===== config.mk =====
export PLATFORM = sky130hd
export DESIGN_NAME = audio_tx_fifo
export DESIGN_NICKNAME = d
export VERILOG_FILES = /design/src/rtl/atf_pkg.sv /design/src/rtl/atf_ram.sv /design/src/rtl/atf_occupancy.sv /design/src/rtl/atf_unpack.sv /design/src/rtl/audio_tx_fifo.sv
export SDC_FILE = /design/constraint.sdc
export NUM_CORES = 1
export LEC_CHECK = 0
export ABC_AREA = 1
export BUFFER_PORTS_ARGS = -buffer_cell sky130_fd_sc_hd__buf_4
export CAP_MARGIN = 30
export CORE_MARGIN = 10
export CORE_UTILIZATION = 60
export CTS_CLUSTER_SIZE = 30
export DETAILED_ROUTE_END_ITERATION = 8
export PLACE_DENSITY = 0.8
export SLEW_MARGIN = 20
export SYNTH_ARGS = -nofsm -noshare
export SYNTH_HDL_FRONTEND = slang
export SYNTH_SLANG_ARGS = --single-unit

===== constraint.sdc =====
create_clock -name clk -period 6.08 [get_ports clk]
set_input_delay 0.912 -clock clk [delete_from_list [all_inputs] [get_ports clk]]
set_output_delay 0.912 -clock clk [all_outputs]
set_load 0.05 [all_outputs]

===== src/rtl/atf_pkg.sv =====
package atf_pkg;
  typedef enum logic {
    PH_LEFT  = 1'b0,
    PH_RIGHT = 1'b1
  } half_phase_t;
endpackage


===== src/rtl/atf_ram.sv =====
module atf_ram #(
  parameter int DEPTH = 16,
  parameter int DW    = 32,
  localparam int AW   = $clog2(DEPTH)
) (
  input  logic          clk,
  input  logic          we,
  input  logic [AW-1:0] waddr,
  input  logic [DW-1:0] wdata,
  input  logic          re,
  input  logic [AW-1:0] raddr,
  output logic [DW-1:0] rdata
);
  logic [DW-1:0] mem [DEPTH];

  always_ff @(posedge clk) begin
    if (we) mem[waddr] <= wdata;
  end

  always_ff @(posedge clk) begin
    if (re) rdata <= mem[raddr];
  end
endmodule


===== src/rtl/atf_occupancy.sv =====
module atf_occupancy #(
  parameter int DEPTH = 16,
  localparam int AW   = $clog2(DEPTH),
  localparam int CW   = $clog2(DEPTH + 1)
) (
  input  logic          clk,
  input  logic          rst,
  input  logic          clr,
  input  logic          wr_req,
  input  logic          rd_req,
  output logic          wr_ok,
  output logic          rd_ok,
  output logic [AW-1:0] wr_ptr,
  output logic [AW-1:0] rd_ptr,
  output logic [CW-1:0] free_q,
  output logic          empty_q,
  output logic          ovf_q
);
  logic full;
  logic [CW-1:0] free_nx;

  assign full  = (free_q == '0);
  assign wr_ok = wr_req && !full && !clr;
  assign rd_ok = rd_req && !empty_q && !clr;

  function automatic logic [AW-1:0] bump(input logic [AW-1:0] p);
    return (p == AW'(DEPTH - 1)) ? '0 : p + AW'(1);
  endfunction

  always_comb begin
    free_nx = free_q;
    if (wr_ok && !rd_ok) free_nx = free_q - CW'(1);
    else if (rd_ok && !wr_ok) free_nx = free_q + CW'(1);
  end

  always_ff @(posedge clk) begin
    if (rst || clr) begin
      wr_ptr  <= '0;
      rd_ptr  <= '0;
      free_q  <= CW'(DEPTH);
      empty_q <= 1'b1;
      ovf_q   <= 1'b0;
    end else begin
      if (wr_ok) wr_ptr <= bump(wr_ptr);
      if (rd_ok) rd_ptr <= bump(rd_ptr);
      free_q  <= free_nx;
      empty_q <= (free_nx == CW'(DEPTH));
      if (wr_req && full) ovf_q <= 1'b1;
    end
  end


  free_bound_chk: assert property (@(posedge clk) disable iff (rst)
    free_q <= CW'(DEPTH));


  free_step_chk: assert property (@(posedge clk) disable iff (rst)
    !$past(clr) |-> (free_q == $past(free_q) ||
                     free_q == $past(free_q) + CW'(1) ||
                     free_q + CW'(1) == $past(free_q)));


  ovf_cause_chk: assert property (@(posedge clk) disable iff (rst)
    $rose(ovf_q) |-> $past(wr_req && free_q == '0));


  empty_free_chk: assert property (@(posedge clk) disable iff (rst)
    empty_q == (free_q == CW'(DEPTH)));
endmodule


===== src/rtl/atf_unpack.sv =====
module atf_unpack #(
  parameter int DW  = 32,
  localparam int HW = DW / 2
) (
  input  logic          clk,
  input  logic          rst,
  input  logic          clr,
  input  logic          en,
  input  logic          pop,
  input  logic          fifo_empty,
  input  logic [DW-1:0] rdata,
  output logic          rd_req,
  output logic [HW-1:0] sample,
  output logic          sample_right,
  output logic          sample_valid,
  output logic          unf_q
);
  import atf_pkg::*;

  half_phase_t phase_q;
  logic        zero_q;
  logic        take;

  assign take   = pop && en && !clr;
  assign rd_req = take && (phase_q == PH_LEFT);

  always_ff @(posedge clk) begin
    if (rst || clr) begin
      phase_q      <= PH_LEFT;
      zero_q       <= 1'b0;
      sample_valid <= 1'b0;
      sample_right <= 1'b0;
      unf_q        <= 1'b0;
    end else begin
      sample_valid <= take;
      if (take) begin
        if (phase_q == PH_LEFT) begin
          phase_q      <= PH_RIGHT;
          sample_right <= 1'b0;
          zero_q       <= fifo_empty;
          if (fifo_empty) unf_q <= 1'b1;
        end else begin
          phase_q      <= PH_LEFT;
          sample_right <= 1'b1;
        end
      end
    end
  end

  assign sample = zero_q ? '0 : (sample_right ? rdata[DW-1:HW] : rdata[HW-1:0]);


  valid_cause_chk: assert property (@(posedge clk) disable iff (rst)
    sample_valid |-> $past(pop && en));


  unf_zero_chk: assert property (@(posedge clk) disable iff (rst)
    (take && phase_q == PH_LEFT && fifo_empty) |=> (sample_valid && sample == '0));


  alt_phase_chk: assert property (@(posedge clk) disable iff (rst)
    (take && phase_q == PH_RIGHT) |=> (sample_valid && sample_right));
endmodule


===== src/rtl/audio_tx_fifo.sv =====
module audio_tx_fifo #(
  parameter int DEPTH = 16,
  parameter int DW    = 32,
  localparam int AW   = $clog2(DEPTH),
  localparam int CW   = $clog2(DEPTH + 1),
  localparam int HW   = DW / 2
) (
  input  logic          clk,
  input  logic          rst,
  input  logic          cfg_enable,
  input  logic          cfg_clear,
  input  logic [CW-1:0] cfg_level,
  input  logic          wr_valid,
  input  logic [DW-1:0] wr_data,
  input  logic          ser_pop,
  output logic [HW-1:0] sample_out,
  output logic          sample_right,
  output logic          sample_valid,
  output logic [CW-1:0] free_count,
  output logic          empty,
  output logic          dma_req,
  output logic          overflow,
  output logic          underflow
);
  logic          wr_ok, rd_ok, rd_req;
  logic [AW-1:0] wr_ptr, rd_ptr;
  logic [DW-1:0] rdata;

  atf_occupancy #(.DEPTH(DEPTH)) u_occ (
    .clk(clk), .rst(rst), .clr(cfg_clear),
    .wr_req(wr_valid), .rd_req(rd_req),
    .wr_ok(wr_ok), .rd_ok(rd_ok),
    .wr_ptr(wr_ptr), .rd_ptr(rd_ptr),
    .free_q(free_count), .empty_q(empty), .ovf_q(overflow)
  );

  atf_ram #(.DEPTH(DEPTH), .DW(DW)) u_ram (
    .clk(clk), .we(wr_ok), .waddr(wr_ptr), .wdata(wr_data),
    .re(rd_ok), .raddr(rd_ptr), .rdata(rdata)
  );

  atf_unpack #(.DW(DW)) u_unp (
    .clk(clk), .rst(rst), .clr(cfg_clear), .en(cfg_enable),
    .pop(ser_pop), .fifo_empty(empty), .rdata(rdata),
    .rd_req(rd_req), .sample(sample_out), .sample_right(sample_right),
    .sample_valid(sample_valid), .unf_q(underflow)
  );

  assign dma_req = (free_count >= cfg_level);


  req_drop_chk: assert property (@(posedge clk) disable iff (rst)
    ($past(dma_req) && $stable(cfg_level) && free_count < $past(free_count)
     && free_count < cfg_level) |-> !dma_req);


  clear_chk: assert property (@(posedge clk) disable iff (rst)
    $past(cfg_clear) |-> (empty && !overflow && !underflow && !sample_valid));
endmodule


==> results.json, run 1 <==
{
  "outcome": "completed",
  "hold_path.class": "flop to flop",
  "fp.dieArea_mm2": 0.0453,
  "crit_slowest_cell": "dfxtp_1",
  "dr.pass1.iters": 5,
  "yosysWarnings": 0,
  "worst_ep_arrival_time_ns": 2.38,
  "worstSetupStartpointType": "flop",
  "p_leak_nw": 8.22,
  "rows": 70,
  "netlist_instances": 1617,
  "cts.sinks": 564,
  "grt_max_degree": 176,
  "dp_hpwl_mm": 30.3,
  "fp.coreArea_mm2": 0.0366,
  "die_h_um": 213,
  "holdBufCountCts": 0,
  "synth_seq_cells": 564,
  "synth-edff-count": 544,
  "wirelength_mm": 51.1,
  "syn_avg_cell_area_um2": 13.8,
  "min_period_over_period_pct": 54.1,
  "grt_pass1_wl_mm": 77.3,
  "gp_congestion": 0.841,
  "skew_ns": 0.0130,
  "fmax_mhz": 304,
  "period_minus_slack_ns": 3.29,
  "vias": 13800,
  "io-pin-count": 70,
  "cts_tree": "yes",
  "synth_top_cell_by_area": "edfxtp_1",
  "synthDistinctLibCells": 35,
  "areaGrowthSynthToFinish_pct": 13.5,
  "grtUsageTotal_pct": 22.3,
  "drt_iter0_drc": 1826,
  "timing.critical_path.cells": "clkinv_1 > nand2_1 > a21oi_1 > buf_4",
  "critPathCaptureType": "primary output",
  "finalMaxSlewViolations": 0,
  "clockBufferDepth": 3,
  "drive_gt1_share_pct": 11.7,
  "placedCellCount": 2076,
  "drv_cap": 0,
  "drtAntennaViolNets": 0,
  "io_buffers": 69,
  "insertion_delay_ns": 0.57,
  "critPathTopFamily": "buffers and inverters",
  "overflow": 0,
  "synth_top_area_share_pct": 73.2,
  "ir_drop_mv": 0.224,
  "cts-buffers-inserted": 54,
  "die_x_um": 213,
  "rsz0062_at_grt": "no",
  "cp_slowest_stage_delay_ns": 0.69,
  "async_flop_share_pct": 0,
  "setup_viol": 0,
  "worst-path-buf-inv": 2,
  "path_class": "flop to primary output",
  "drc": 0,
  "start_util_pct": 60.9,
  "clk_pin_slew_ns": 0.06,
  "cts_max_level": 2,
  "worstMarginPinSlew_ns": 0.965,
  "antenna_found_initial": 2,
  "slew_headroom_pct": 35.6,
  "synthFlopType": "edfxtp_1",
  "hold_viol": 0,
  "yosys-top-cells-area": "edfxtp_1 (73%), nor2_1 (5.2%), o21ai_0 (3.0%), o32ai_1 (2.5%), mux2i_1 (2.4%)",
  "instances_no_fill": 2179,
  "powerDensity_mw_per_mm2": 308,
  "syn_nets": 1673,
  "finalSetupTns_ns": 0,
  "postLayoutCoreUtil_pct": 69.2,
  "grt_pass1_vias": 13500,
  "wire_per_inst_um": 23.5,
  "cp.required_ns": 5.17,
  "root_buffer": "clkbuf_16",
  "fin_nets": 1721,
  "cts_resized": 0,
  "netlist_area_mm2": 0.0223,
  "path_max_fanout": 18,
  "ys_seq_area_share_pct": 75.0,
  "n_fill_cell": 2288,
  "post-cts-setup-buffers": 0,
  "final_common_cell": "edfxtp_1",
  "vias_per_cell": 6.34,
  "whs_ns": 0.455,
  "layout_common_cells": "edfxtp_1 (544), nor2_1 (292), nand2_1 (137)"
}
routing by layer:
layer / vias to the layer above / global-route usage (%) / routed length [um]
met3: 124 / 3.72 / 4960
met2: 817 / 35.7 / 24500
li1: 6141 / - / -
met1: 6740 / 30.3 / 20200
met5: - / 0 / 0
met4: 0 / 8.20 / 1480
worst min-delay path, delay by kind of cell (launching register included):
kind            cells  cell delay, ns
flops               1            0.31
buf+inv             1            0.05
compound gates      1            0.05
registers in the layout, summed over array words and instances, names as in the netlist:
name                cells
u_occ.wr_ptr            4
u_unp.phase_q           1
u_unp.sample_valid      1
u_occ.empty_q           1
u_occ.rd_ptr            4
u_unp.unf_q             1
u_occ.free_q            5
u_occ.ovf_q             1
u_unp.sample_right      1
u_ram.rdata            32
u_unp.zero_q            1
u_ram.mem             512
per-stage QoR:
stage                     cell area, um^2  power, W  setup slack (ns)
after floorplan                     22300   0.00446              2.68
after global routing                25300   0.00801              2.66
final                               25300   0.00780              2.79
after global placement              23100   0.00456              2.96
after CTS                           25300   0.00782              2.81
after detailed placement            23500   0.00457              3.08
path summary, 6_finish.rpt:
check / endpoint / slack [ns] / from / cells after the start
max: sample_out[5] / 2.79 / u_unp.sample_right$_SDFFE_PP0N_ / 4
min: u_occ.ovf_q$_SDFFE_PP0P_ / 0.45 / u_occ.ovf_q$_SDFFE_PP0P_ / 2
max reg2reg: u_ram.rdata[6]$_DFFE_PP_ / 3.11 / u_occ.rd_ptr[0]$_SDFFE_PP0P_ / 7
min reg2reg: u_occ.ovf_q$_SDFFE_PP0P_ / 0.45 / u_occ.ovf_q$_SDFFE_PP0P_ / 2
Yosys cell counts (9+ instances only):
library cell,count
edfxtp_1,544
nor2_1,309
nand2_1,137
o21ai_0,134
nand3_1,70
o32ai_1,64
clkbuf_1,58
mux2i_1,53
o221ai_1,42
inv_1,33
a21oi_1,30
o211ai_1,22
dfxtp_1,20
buf_2,19
ha_1,13
o22ai_1,11
buf_6,10
o21ai_1,9
cells by family (layout without fill, tap and decap cells):
family	count (synthesis)	in the layout	share of synthesized area (%)
AO/OA/AOI/OAI	317	317	9.25
XOR/XNOR	3	3	0.118
adder cells (fa/ha/maj)	13	13	0.729
buffers and inverters	141	234	3.08
flip-flops	564	564	75.0
multiplexers	53	53	2.38
other	0	1	0
AND/OR/NAND/NOR	526	526	9.43
final cells by class:
| class | count | area (um^2) | area share (%) |
|---|---|---|---|
| Sequential cell | 564 | 16700 | 66.1 |
| Multi-Input combinational cell | 912 | 5010 | 19.8 |
| Clock buffer | 65 | 1420 | 5.62 |
| Timing Repair Buffer | 95 | 1070 | 4.23 |
| Tap cell | 468 | 586 | 2.31 |
| Clock inverter | 36 | 329 | 1.30 |
| Inverter | 38 | 148 | 0.583 |
| Antenna cell | 1 | 2.50 | 0.00988 |
report_power, final:
part | internal, W | total, W | switching [W]
clock network | 0.00192 | 0.00331 | 0.00138
logic | 0.0000597 | 0.000210 | 0.000150
registers | 0.00428 | 0.00429 | 0.0000102
Power figures use the tool's default switching activity.
==> inputs of run 2 (changes only) <==
--- a/config.mk
+++ b/config.mk
@@ -9,10 +9,10 @@
 export BUFFER_PORTS_ARGS = -buffer_cell sky130_fd_sc_hd__buf_4
 export CAP_MARGIN = 30
 export CORE_MARGIN = 10
-export CORE_UTILIZATION = 60
+export CORE_UTILIZATION = 56
 export CTS_CLUSTER_SIZE = 30
 export DETAILED_ROUTE_END_ITERATION = 8
-export PLACE_DENSITY = 0.8
+export PLACE_DENSITY = 0.79
 export SLEW_MARGIN = 20
 export SYNTH_ARGS = -nofsm -noshare
 export SYNTH_HDL_FRONTEND = slang
==> constraint.sdc (replaced) <==
create_clock -name clk -period 3 [get_ports clk]
set_input_delay 0.45 -clock clk [delete_from_list [all_inputs] [get_ports clk]]
set_output_delay 0.45 -clock clk [all_outputs]
set_load 0.05 [all_outputs]
==> run 2 against run 1 <==
  * Combinational power increased by 98%
  * Worst hold slack got worse by 0.32 ns
  * Sequential cell count unchanged
  * Total power up 96%
  * Clock skew grew 0.0052 ns
  * Register-to-register slack lost 2.6 ns
  * Design area down 0.30%
==> results.json, run 2 (synthesis results as in run 1) <==
{
  "cts_max_level": 2,
  "cts.sinks": 564,
  "vias": 13800,
  "io_buffers": 69,
  "slew_headroom_pct": 49.1,
  "n_fill_cell": 2702,
  "root_buffer": "clkbuf_16",
  "largest_reg_flops": 512,
  "outcome": "completed",
  "cp_slowest_stage_delay_ns": 0.45,
  "cts-buffers-inserted": 54,
  "drv_cap": 0,
  "whs_ns": 0.138,
  "multi_input_area_mm2": 0.00501,
  "crit_slowest_cell": "clkinv_1",
  "wire_per_inst_um": 22.9,
  "grtUsageMet1_pct": 29.0,
  "setup_viol": 0,
  "worstSetupStartpointType": "flop",
  "grtUsageTotal_pct": 21.2,
  "worstMarginPinSlew_ns": 0.763,
  "drt_iter0_drc": 1889,
  "reg_top3": "u_ram.mem (512), u_ram.rdata (32), u_occ.free_q (5)",
  "fp.coreArea_mm2": 0.0395,
  "start_util_pct": 56.4,
  "regMostFlops": "u_ram.mem",
  "busiest_layer": "met2",
  "insertion_delay_ns": 0.60,
  "crit_top_cell": "buf_4",
  "cp.required_ns": 2.55,
  "clockBufferDepth": 3,
  "grt_max_degree": 76,
  "grt_pass1_wl_mm": 78.4,
  "powerDensity_mw_per_mm2": 605,
  "period_minus_slack_ns": 2.64,
  "dr.pass1.iters": 5,
  "skew_ns": 0.0182,
  "cts_resized": 0,
  "areaGrowthSynthToFinish_pct": 13.1,
  "holdBufCountCts": 0,
  "report.power.total_w": 0.0153,
  "grt_pass1_vias": 13600,
  "drive_gt1_share_pct": 12.4,
  "critPathCaptureType": "primary output",
  "antenna_found_initial": 1,
  "path_class": "flop to primary output",
  "hold_path.class": "input port to flop",
  "ir_drop_mv": 0.582,
  "worst_ep_arrival_time_ns": 2.19,
  "drtAntennaViolNets": 0,
  "finalMaxSlewViolations": 0,
  "fp.dieArea_mm2": 0.0482,
  "grt_use_met3_pct": 3.96,
  "cts_tree": "yes",
  "layout_common_cells": "edfxtp_1 (544), nor2_1 (292), nand2_1 (137)",
  "wirelength_mm": 51.6,
  "path_max_fanout": 18,
  "rsz0062_at_grt": "no",
  "overflow": 0,
  "register_area_mm2": 0.0167,
  "die_x_um": 220,
  "drc": 0,
  "post-cts-setup-buffers": 0,
  "min_period_over_period_pct": 88.0,
  "worst-path-buf-inv": 3,
  "fmax_mhz": 379,
  "met2_usage_pct": 33.4,
  "clk_pin_slew_ns": 0.06,
  "gp_congestion": 0.856,
  "rows": 73,
  "final_common_cell": "edfxtp_1",
  "vias_per_cell": 6.13,
  "timing.critical_path.cells": "buf_4 > clkinv_1 > nand2_1 > a21oi_1 > buf_4",
  "dp_hpwl_mm": 30.1,
  "num_antenna_cells": 0,
  "critPathTopFamily": "buffers and inverters",
  "hold_viol": 0,
  "p_leak_nw": 8.19,
  "io-pin-count": 70,
  "fin_nets": 1748,
  "die_h_um": 220
}
[run 2: metal layers]
| layer | share of wire [%] | up-vias |
|---|---|---|
| li1 | - | 6180 |
| met1 | 40 | 6836 |
| met2 | 47 | 699 |
| met3 | 9.7 | 112 |
| met4 | 3.2 | 2 |
| met5 | 0.029 | - |
[run 2: report_power, final]
group / internal, W / switching, W
combinational: 0.000121 / 0.000294
sequential: 0.00867 / 0.0000195
clock: 0.00343 / 0.00273
[run 2: final timing paths]
| kind | start | to | slack (ns) | cells after the start |
|---|---|---|---|---|
| min reg2reg | u_unp.unf_q$_SDFFE_PP0P_ | u_unp.unf_q$_SDFFE_PP0P_ | 0.45 | 2 |
| max | u_unp.sample_right$_SDFFE_PP0N_ | sample_out[15] | 0.36 | 5 |
| min | wr_valid | u_occ.ovf_q$_SDFFE_PP0P_ | 0.14 | 3 |
| max reg2reg | u_occ.free_q[0]$_SDFF_PP0_ | u_ram.mem[9][31]$_DFFE_PP_ | 0.54 | 10 |
[run 2: tightest hold or removal path, cell delays in order]
cell and delay [ns]:
buf_4 0.11, nand3_1 0.07, a21oi_1 0.05
[run 2: area by class of cell]
cell class	count	share of cell area (%)
sequential	564	66.3
inverter	38	0.585
timing repair buffer	122	4.37
clock buffer	73	5.72
multi-input combinational	912	19.9
tap	525	2.60
clock inverter	23	0.520
[run 2: through the flow]
step                      setup TNS (ns)  util [%]  worst slack, ns  instance area [um^2]  std cells
after CTS                              0      63.8            0.378                 25200       2257
after floorplan                  -143.19         -           -0.373                 22300       1617
after global routing                   0      63.8            0.242                 25200       2257
after global placement                 0      59.8            0.650                 23700       2161
final                                  0      63.8            0.361                 25200       2257
after detailed placement               0      59.8            0.593                 23700       2161
